$ cat src/rtl/refsel_pkg.sv
package refsel_pkg;

    typedef enum logic [1:0] {
        ST_OFF  = 2'd0,
        ST_LOAD = 2'd1,
        ST_ON   = 2'd2
    } sel_state_t;

    typedef enum logic [1:0] {
        REG_FREQ  = 2'd0,
        REG_RNG_A = 2'd1,
        REG_RNG_B = 2'd2,
        REG_NONE  = 2'd3
    } reg_addr_t;

    localparam int STRAP_W = 3;
    localparam int RATIO_W = 6;
    localparam int RANGE_W = 8;

    // divide ratio applied to the link clock for a strap code
    function automatic logic [RATIO_W-1:0] strap_ratio(input logic [STRAP_W-1:0] code);
        logic [RATIO_W-1:0] r;
        unique case (code)
            3'd0:    r = RATIO_W'(39);
            3'd1:    r = RATIO_W'(20);
            3'd2:    r = RATIO_W'(16);
            3'd3:    r = RATIO_W'(18);
            3'd4:    r = RATIO_W'(12);
            default: r = RATIO_W'(20);
        endcase
        return r;
    endfunction

    // link clock frequency in 5 MHz units for a strap code
    function automatic logic [RANGE_W-1:0] strap_range(input logic [STRAP_W-1:0] code);
        logic [RANGE_W-1:0] v;
        unique case (code)
            3'd0:    v = RANGE_W'(93);
            3'd1:    v = RANGE_W'(76);
            3'd2:    v = RANGE_W'(83);
            3'd3:    v = RANGE_W'(97);
            3'd4:    v = RANGE_W'(92);
            default: v = RANGE_W'(76);
        endcase
        return v;
    endfunction

endpackage

$ cat src/rtl/refsel_activity.sv
module refsel_activity #(
    parameter int WIN_LEN     = 64,
    parameter int EDGE_MIN    = 4,
    parameter int SYNC_STAGES = 2
) (
    input  logic clk,
    input  logic rst_n,
    input  logic ref_pin,
    output logic active
);
    localparam int WIN_W = $clog2(WIN_LEN);
    localparam int CNT_W = $clog2(WIN_LEN + 1);

    logic [SYNC_STAGES-1:0] sync_q;
    logic                   prev_q;
    logic                   rise;
    logic [WIN_W-1:0]       win_cnt;
    logic [CNT_W-1:0]       edge_cnt;
    logic [CNT_W-1:0]       edge_total;
    logic                   win_end;

    // synchronizer chain for the asynchronous pin
    generate
        if (SYNC_STAGES == 1) begin : g_sync1
            always_ff @(posedge clk or negedge rst_n) begin
                if (!rst_n) sync_q <= '0;
                else        sync_q <= ref_pin;
            end
        end else begin : g_syncn
            always_ff @(posedge clk or negedge rst_n) begin
                if (!rst_n) sync_q <= '0;
                else        sync_q <= {sync_q[SYNC_STAGES-2:0], ref_pin};
            end
        end
    endgenerate

    always_ff @(posedge clk or negedge rst_n) begin
        if (!rst_n) prev_q <= 1'b0;
        else        prev_q <= sync_q[SYNC_STAGES-1];
    end

    assign rise       = sync_q[SYNC_STAGES-1] & ~prev_q;
    assign win_end    = (win_cnt == WIN_W'(WIN_LEN - 1));
    assign edge_total = edge_cnt + CNT_W'(rise);

    always_ff @(posedge clk or negedge rst_n) begin
        if (!rst_n) begin
            win_cnt  <= '0;
            edge_cnt <= '0;
            active   <= 1'b0;
        end else if (win_end) begin
            win_cnt  <= '0;
            edge_cnt <= '0;
            active   <= (edge_total >= CNT_W'(EDGE_MIN));
        end else begin
            win_cnt  <= win_cnt + WIN_W'(1);
            edge_cnt <= edge_total;
        end
    end
endmodule

$ cat src/rtl/refsel_ctrl.sv
module refsel_ctrl
    import refsel_pkg::*;
(
    input  logic               clk,
    input  logic               rst_n,
    input  logic               en,
    input  logic [STRAP_W-1:0] strap,
    input  logic               pin_active,
    output logic [STRAP_W-1:0] strap_q,
    output logic               src_link,
    output logic               load,
    output logic               wr_ok,
    output logic               running
);
    sel_state_t state, state_nx;

    // state register
    always_ff @(posedge clk or negedge rst_n) begin
        if (!rst_n) state <= ST_OFF;
        else        state <= state_nx;
    end

    // transitions
    always_comb begin
        state_nx = state;
        unique case (state)
            ST_OFF:  if (en) state_nx = ST_LOAD;
            ST_LOAD: state_nx = en ? ST_ON : ST_OFF;
            ST_ON:   if (!en) state_nx = ST_OFF;
            default: state_nx = ST_OFF;
        endcase
    end

    // outputs per state
    always_comb begin
        load    = 1'b0;
        wr_ok   = 1'b0;
        running = 1'b0;
        unique case (state)
            ST_OFF:  ;
            ST_LOAD: begin load = en; running = 1'b1; end
            ST_ON:   begin wr_ok = en; running = 1'b1; end
            default: ;
        endcase
    end

    // latched strap code and source choice
    always_ff @(posedge clk or negedge rst_n) begin
        if (!rst_n) begin
            strap_q  <= '0;
            src_link <= 1'b0;
        end else if (!en) begin
            strap_q  <= '0;
            src_link <= 1'b0;
        end else if (state == ST_OFF) begin
            strap_q  <= strap;
            src_link <= ~pin_active;
        end
    end
endmodule

$ cat src/rtl/refsel_regs.sv
module refsel_regs
    import refsel_pkg::*;
#(
    parameter int DATA_W = 8,
    parameter int ADDR_W = 2,
    parameter int N_CH   = 2
) (
    input  logic                  clk,
    input  logic                  rst_n,
    input  logic                  en,
    input  logic                  load,
    input  logic                  wr_ok,
    input  logic [STRAP_W-1:0]    strap_q,
    input  logic                  src_link,
    input  logic                  wr_en,
    input  logic [ADDR_W-1:0]     wr_addr,
    input  logic [DATA_W-1:0]     wr_data,
    output logic [STRAP_W-1:0]    freq_code,
    output logic [N_CH*DATA_W-1:0] ranges
);
    logic                 wr_hit;
    logic [DATA_W-1:0]    preload;

    assign wr_hit  = wr_ok & wr_en;
    assign preload = src_link ? DATA_W'(strap_range(strap_q)) : '0;

    always_ff @(posedge clk or negedge rst_n) begin
        if (!rst_n)                                       freq_code <= '0;
        else if (!en)                                     freq_code <= '0;
        else if (load)                                    freq_code <= strap_q;
        else if (wr_hit && wr_addr == ADDR_W'(REG_FREQ))  freq_code <= wr_data[STRAP_W-1:0];
    end

    // one range field per channel, addressed after the frequency code
    generate
        for (genvar ch = 0; ch < N_CH; ch++) begin : g_rng
            localparam logic [ADDR_W-1:0] MY_ADDR = ADDR_W'(ch + 1);
            logic [DATA_W-1:0] rng_q;
            always_ff @(posedge clk or negedge rst_n) begin
                if (!rst_n)                             rng_q <= '0;
                else if (!en)                           rng_q <= '0;
                else if (load)                          rng_q <= preload;
                else if (wr_hit && wr_addr == MY_ADDR)  rng_q <= wr_data;
            end
            assign ranges[ch*DATA_W +: DATA_W] = rng_q;
        end
    endgenerate
endmodule

$ cat src/rtl/refsel_div.sv
module refsel_div #(
    parameter int DIV_W = 6
) (
    input  logic             clk,
    input  logic             rst_n,
    input  logic             run,
    input  logic [DIV_W-1:0] ratio,
    output logic             tick
);
    logic [DIV_W-1:0] cnt;
    logic             wrap;

    assign wrap = (cnt == ratio - DIV_W'(1));
    assign tick = run & wrap;

    always_ff @(posedge clk or negedge rst_n) begin
        if (!rst_n)     cnt <= '0;
        else if (!run)  cnt <= '0;
        else if (wrap)  cnt <= '0;
        else            cnt <= cnt + DIV_W'(1);
    end
endmodule

$ cat src/rtl/refsel_top.sv
module refsel_top
    import refsel_pkg::*;
#(
    parameter int WIN_LEN     = 64,
    parameter int EDGE_MIN    = 4,
    parameter int SYNC_STAGES = 2,
    parameter int DATA_W      = 8,
    parameter int ADDR_W      = 2
) (
    input  logic               clk,
    input  logic               rst_n,
    input  logic               en,
    input  logic [STRAP_W-1:0] strap,
    input  logic               ref_pin,
    input  logic               wr_en,
    input  logic [ADDR_W-1:0]  wr_addr,
    input  logic [DATA_W-1:0]  wr_data,
    output logic               src_sel,
    output logic [STRAP_W-1:0] freq_code,
    output logic [DATA_W-1:0]  range_a,
    output logic [DATA_W-1:0]  range_b,
    output logic               div_tick
);
    localparam int N_CH = 2;

    logic               pin_active;
    logic [STRAP_W-1:0] strap_q;
    logic               src_link;
    logic               load;
    logic               wr_ok;
    logic               running;
    logic [N_CH*DATA_W-1:0] ranges;

    refsel_activity #(
        .WIN_LEN(WIN_LEN), .EDGE_MIN(EDGE_MIN), .SYNC_STAGES(SYNC_STAGES)
    ) i_act (
        .clk(clk), .rst_n(rst_n), .ref_pin(ref_pin), .active(pin_active)
    );

    refsel_ctrl i_ctrl (
        .clk(clk), .rst_n(rst_n), .en(en), .strap(strap),
        .pin_active(pin_active), .strap_q(strap_q), .src_link(src_link),
        .load(load), .wr_ok(wr_ok), .running(running)
    );

    refsel_regs #(
        .DATA_W(DATA_W), .ADDR_W(ADDR_W), .N_CH(N_CH)
    ) i_regs (
        .clk(clk), .rst_n(rst_n), .en(en), .load(load), .wr_ok(wr_ok),
        .strap_q(strap_q), .src_link(src_link), .wr_en(wr_en),
        .wr_addr(wr_addr), .wr_data(wr_data), .freq_code(freq_code),
        .ranges(ranges)
    );

    refsel_div #(.DIV_W(RATIO_W)) i_div (
        .clk(clk), .rst_n(rst_n), .run(running & src_link),
        .ratio(strap_ratio(strap_q)), .tick(div_tick)
    );

    assign src_sel = src_link;
    assign range_a = ranges[0 +: DATA_W];
    assign range_b = ranges[DATA_W +: DATA_W];
endmodule

$ cat config.mk
export PLATFORM = sky130hd
export DESIGN_NAME = refsel_top
export DESIGN_NICKNAME = d
export VERILOG_FILES = /design/src/rtl/refsel_pkg.sv /design/src/rtl/refsel_activity.sv /design/src/rtl/refsel_ctrl.sv /design/src/rtl/refsel_regs.sv /design/src/rtl/refsel_div.sv /design/src/rtl/refsel_top.sv
export SDC_FILE = /design/constraint.sdc
export NUM_CORES = 1
export LEC_CHECK = 0
export BUFFER_PORTS_ARGS = -buffer_cell sky130_fd_sc_hd__buf_4
export CORE_MARGIN = 2
export CORE_UTILIZATION = 60
export DETAILED_ROUTE_END_ITERATION = 10
export GPL_TIMING_DRIVEN = 0
export PLACE_DENSITY_LB_ADDON = 0.08
export SLEW_MARGIN = 10
export SYNTH_ARGS = -nofsm -noshare
export SYNTH_HDL_FRONTEND = slang
export SYNTH_SLANG_ARGS = --single-unit
export TNS_END_PERCENT = 50
$ cat constraint.sdc
create_clock -name clk -period 5.85 [get_ports clk]
set_input_delay 1.755 -clock clk [delete_from_list [all_inputs] [get_ports clk]]
set_output_delay 1.755 -clock clk [all_outputs]
set_load 0.1 [all_outputs]
# ---- Word-level counts from Yosys, hierarchy flattened
# Cells that the tools add are included.
dict set report word_totals {
  latch_bits 0
  output_inout_bits 21
  reg_bits 48
  ramBits 0
  input_bits 18
  memories 0
  mem_bits_ro 0
  wordCells 73
}
dict set report op_classes {
  n_bitwise 6
  shifts 0
  mul 0
  addsub 4
  div_mod_pow 0
  muxes 27
  reduce_logical 8
  eq_ne 15
  n_lt_le_gt_ge 1
}
# op n
set op_table {}
lappend op_table {{8-bit 2-to-1 mux} 6}
lappend op_table {{6-bit case mux with 4 select lines} 2}
lappend op_table {{6-bit 2-to-1 mux} 3}
lappend op_table {{3-bit 2-to-1 mux} 5}
lappend op_table {{7-bit 2-to-1 mux} 2}
lappend op_table {{6-bit by 1-bit adder with 6-bit output (second input constant)} 2}
lappend op_table {{3-bit by 1-bit != test with 1-bit output (second input constant)} 3}
lappend op_table {{7-bit by 1-bit adder with 7-bit output} 1}
lappend op_table {{7-bit by 3-bit greater-or-equal comparator with 1-bit output (second input constant)} 1}
lappend op_table {{3-bit by 2-bit == test with 1-bit output (second input constant)} 2}
lappend op_table {{6-bit == test} 1}
lappend op_table {{6-bit == test (second input constant)} 1}
lappend op_table {{2-bit 2-to-1 mux} 3}
lappend op_table {{2-bit case mux with 3 select lines} 1}
lappend op_table {{6-bit by 1-bit subtractor with 6-bit output (second input constant)} 1}
lappend op_table {{1-bit 2-to-1 mux} 5}
lappend op_table {{1-bit bitwise AND} 4}
lappend op_table {{2-bit by 1-bit == test with 1-bit output (second input constant)} 2}
lappend op_table {{2-bit == test (second input constant)} 2}
lappend op_table {{2-bit zero test} 2}
lappend op_table {{2-bit != test (second input constant)} 2}
lappend op_table {{3-bit == test (second input constant)} 1}
lappend op_table {{1-bit logical AND} 3}
lappend op_table {{3-bit zero test} 1}
lappend op_table {{other kinds (4)} 5}

# ---- Depth between registers and ports, before layout
dict set report logic_depth {
  word_depth 7
  mapped_depth 9
  mapped_depth_nobuf 8
}

# ---- Cells and area by module
# From an unflattened synthesis, not the netlist that was laid out.
dict set report unflattened {
  hier_cells 233
  area_unflattened_um2 2534.9
}
# module n_inst seq_area_each_um2 area_each_um2 cells_per_inst
set modules_own_cells {}
lappend modules_own_cells {refsel_regs 1 475.5 975.9 87}
lappend modules_own_cells {refsel_activity 1 425.4 715.7 61}
lappend modules_own_cells {refsel_div 1 150.1 473.0 49}
lappend modules_own_cells {refsel_ctrl 1 150.1 327.8 28}
lappend modules_own_cells {refsel_top 1 0.0 42.5 8}

# ---- Worst setup path before layout
# No wires, ideal clock.
dict set report synth_path {
  path_kind {flip-flop to output port}
  start {register i_ctrl.strap_q[0]}
  end {output port div_tick}
  arrival_ns 2.577
  setup_slack_ns 1.518
  path_stages_with_launch 9
  path_buffers 1
  required_time_ns 4.095
  cell_sequence {dfrtp_1 buf_2 or3_2 ha_1 nand2_1 a22oi_1 o31ai_1 or3_1 o2111a_1}
}
dict set report synth_via {
  elab_chain_len 5
  word_cells_on_any_way 8
  cone_classes {1 x add/sub; 4 x eq/ne; 1 x mux; 1 x bitwise; 1 x reduce/logical}
}
# element line_no
set synth_lines {}
lappend synth_lines {{start, declared} refsel_ctrl.sv:9} ;# output logic [STRAP_W-1:0] strap_q,
lappend synth_lines {{start signal, assigned} refsel_ctrl.sv:56} ;# strap_q <= strap;
lappend synth_lines {{3-bit == test (tied with other cells)} refsel_pkg.sv:23} ;# unique case (code)
lappend synth_lines {{6-bit case mux with 4 select lines (*)} refsel_pkg.sv:23}
lappend synth_lines {{6-bit by 1-bit subtractor with 6-bit output (*)} refsel_div.sv:13} ;# assign wrap = (cnt == ratio - DIV_W'(1));
lappend synth_lines {{6-bit == test (*)} refsel_div.sv:13}
lappend synth_lines {{1-bit bitwise AND (*)} refsel_div.sv:14} ;# assign tick = run & wrap;
lappend synth_lines {{end, declared} refsel_top.sv:22} ;# output logic div_tick
# Every way passes the cells marked *; elsewhere a longest branch is shown, timed or not.

# ---- Worst setup path after layout
# Same ends and word-level chain as after synthesis.

==> run_results.csv <==
group,metric,value,unit
die,num_rows,23,
worst_setup_path,required,4.09,ns
grt,grt_start_max_net_pins,49,
synthesis,async_reset_ff_share,100,%
routing,drtPass1Iterations,4,
cts,ctsHtreeMaxLevel,2,
synthesis,synth_seq_cells,48,
synthesis,ys.warnings.count,0,
timing,tns,0,ns
die,die_x,67.4,um
die,dieArea,4550,um2
synthesis,synth_edf_count,0,
min_path,worstHoldStart,"i_act.sync_q[0]",
synthesis,ys_seq_area_share,49.7,%
cells_and_area,area_delta_synth_final,19.0,%
worst_setup_path,cp_max_fo,10,
worst_setup_path,timing.rr.end,"i_div.cnt[3]",
routing,vias,1897,
min_path,hp-class,"reg -> reg",
cells_and_area,seqCellArea,1200,um2
worst_setup_path,crit_type,"reg -> out",
synthesis,syn_inst,244,
synthesis,yosysUniqueCellTypes,45,
status,status,"complete, no violations",
routing,avgViaCountPerCell,5.58,
cts,cts_resized,0,
routing,antenna_left,0,
worst_setup_path,startpoint_type,"register",
grt,gr-total-overflow,0,
synthesis,yosys.area.top_type_share,49.7,%
timing,max_slew_margin,59.7,%
cts,cts_sinks,48,
timing,finalHoldViolations,0,
synthesis,synth_flop_cell,"dfrtp_1",
cts,cts_buffer_depth,2,
cts,clk_latency,0.29,ns
synthesis,synthesis.nets,270,
power,cellLeakagePower,1.35,nW
power,power,1.51,mW
timing,worst_slew_pin_slew,0.604,ns
grt,track_usage,23.1,%
grt,antenna_found_initial,0,
routing,drc_errors,0,
power,internal_power,0.747,mW
synthesis,post-synth-top-area-cell,"dfrtp_1",
cts,tritoncts,"yes",
power,p_comb_share,52.6,%
power,p_clk_share,15.4,%
synthesis,netlist_area,2410,um2
grt,grt_pass1_vias,1774,
synthesis,synth_common_cells,"dfrtp_1 (48), nor2_1 (26), o21ai_0 (25)",
power,vdd_ir_drop_max,258,uV
worst_setup_path,worstPathArrival,2.71,ns
timing,drv_slew,0,
cells_and_area,multi_input_area,1150,um2
run,cap_violations,0,
worst_setup_path,reg2reg_depth,7,
worst_setup_path,crit_path_end_kind,"output pin",
timing,finClkSkew,0.00787,ns
die,fp.coreArea,3940,um2
cts,clk_pin_slew,0.09,ns
power,sw_frac_of_total,50.6,%
cells_and_area,drive_above_1_share,20.7,%
cts,numCtsBuffers,5,
power,cellPowerDensity,526,nW/um2
timing,min_period,4.46,ns
routing,routedWlPerCell,14.1,um
place,gp_congestion,0.823,
timing,hold_ws,0.363,ns
worst_setup_path,r2r_slack,3.60,ns
place,post-dp-hpwl,3590,um
cts,holdBufCountCts,0,
die,io_pins,39,
timing,setup_viol,0,
place,io_buffers,38,
die,start_util,61.3,%
timing,fin_crit_sh,76.3,%
cells_and_area,diodes,0,
die,die_y,67.4,um
routing,finalWirelength,4810,um
synthesis,avgSynthCellArea,9.90,um2
power,switchingPower,0.765,mW
synthesis,synth_most_common_cell,"dfrtp_1",
synthesis,synth.area.top_cells,"dfrtp_1 (50%), o21ai_0 (5.2%), ha_1 (4.1%)",
cts,clockRootBuffer,"clkbuf_8",
timing,max_freq,0.224,GHz
cells_and_area,fin_nets,315,
timing,rsz0062_at_grt,"no",
worst_setup_path,timing.rr.start,"i_ctrl.strap_q[0]",
cts,post-cts-setup-buffers,0,
min_path,worstHoldPathCells,0,
power,seqPwrFrac,32.0,%
cells_and_area,fillers,292,
grt,grt_pass1_wl,7870,um
routing,drt_iter0_drc,123,
min_path,min_to,"i_act.sync_q[1]",
[registers in the layout (all words and copies together) (netlist names), 2 cells and up]
register	count
i_ctrl.state	2
i_act.win_cnt	6
i_ctrl.strap_q	3
i_div.cnt	6
i_act.edge_cnt	7
i_act.sync_q	2
i_regs.g_rng.rng_q	16
i_regs.freq_code	3
[per-layer routing]
metal	global-route usage [%]	vias up	routed length, um	share of wire, %
met3	3.67	6	168	3.5
met2	40.2	36	2400	50
li1	-	945	-	-
met4	7.40	0	51	1.1
met1	29.5	910	2190	45
met5	0	-	0	0
[kinds of logic after synthesis]
family                     count (synthesis)  share of synthesized area [%]
and+or+nand+nor                           98                           20.8
AOI/OAI and AO/OA                         53                           13.5
muxes                                     10                           4.30
buffers and inverters                     14                           2.80
adders and majority gates                  8                           4.15
xor gates and xnor gates                  13                           4.72
DFF                                       48                           49.7
[power groups by stage]
stage / registers (mW) / logic (mW) / clock network [mW]
2_1_floorplan: 0.846 / 0.261 / 0
3_3_place_gp: 0.488 / 0.784 / 0
3_5_place_dp: 0.492 / 0.796 / 0
4_1_cts: 0.485 / 0.799 / 0.239
5_1_grt: 0.497 / 0.850 / 0.251
6_report: 0.484 / 0.795 / 0.233
[how the worst max path moves through the flow]
stage                                  from       end  slack (ns)  cells past startpoint
after floorplan           i_ctrl.strap_q[0]  div_tick        1.52                      8
after global placement    i_ctrl.strap_q[0]  div_tick        1.76                      9
after detailed placement  i_ctrl.strap_q[0]  div_tick        1.73                      9
after CTS                 i_ctrl.strap_q[0]  div_tick        1.39                      9
after global routing      i_ctrl.strap_q[0]  div_tick        1.23                      9
final                     i_ctrl.strap_q[0]  div_tick        1.39                      9
[worst max-delay path, cell delays in order (launching register included)]
cell and delay [ns]:
dfrtp_1 0.39, buf_2 0.20, or3_2 0.49, ha_1 0.25, nand2_1 0.09, a22oi_1 0.07, o31ai_1 0.27, or3_1 0.20
o2111a_1 0.18, buf_4 0.28
[through the flow]
step / utilization (%) / worst slack, ns / instance area, um2 / std cells
final: 72.9 / 1.39 / 2870 / 340
after floorplan: - / 1.52 / 2410 / 244
after global routing: 72.9 / 1.23 / 2870 / 340
after CTS: 72.9 / 1.39 / 2870 / 340
after global placement: 70.1 / 1.76 / 2760 / 332
after detailed placement: 70.1 / 1.73 / 2760 / 332
[cells in the final DEF, fill, tap and decap left out, types with 2 or more instances in the layout]
cell	Yosys	layout
o31ai_1	2	2
or3_1	2	2
clkbuf_8	0	5
o211a_1	2	2
nand4_1	3	3
inv_1	5	5
xor2_1	8	8
o21ai_0	25	25
ha_1	8	8
mux2i_1	7	7
a21oi_1	14	14
buf_4	0	38
nor3_1	4	4
nor2b_1	10	10
xnor2_1	5	5
buf_2	2	2
clkbuf_1	5	5
mux2_2	3	3
nor2_1	26	26
nand2_1	24	24
dfrtp_1	48	48
and3_1	3	3
nand4b_1	2	2
nand3_1	11	11
and2_1	3	3
[area by class of cell]
type / count / share of cell area (%)
sequential: 48 / 41.8
multi-input combinational: 182 / 39.9
timing repair buffer: 38 / 9.93
clock buffer: 5 / 2.39
tap: 50 / 2.18
clock inverter: 3 / 1.48
buffer: 8 / 1.39
inverter: 6 / 0.958
Power figures use the tool's default switching activity.
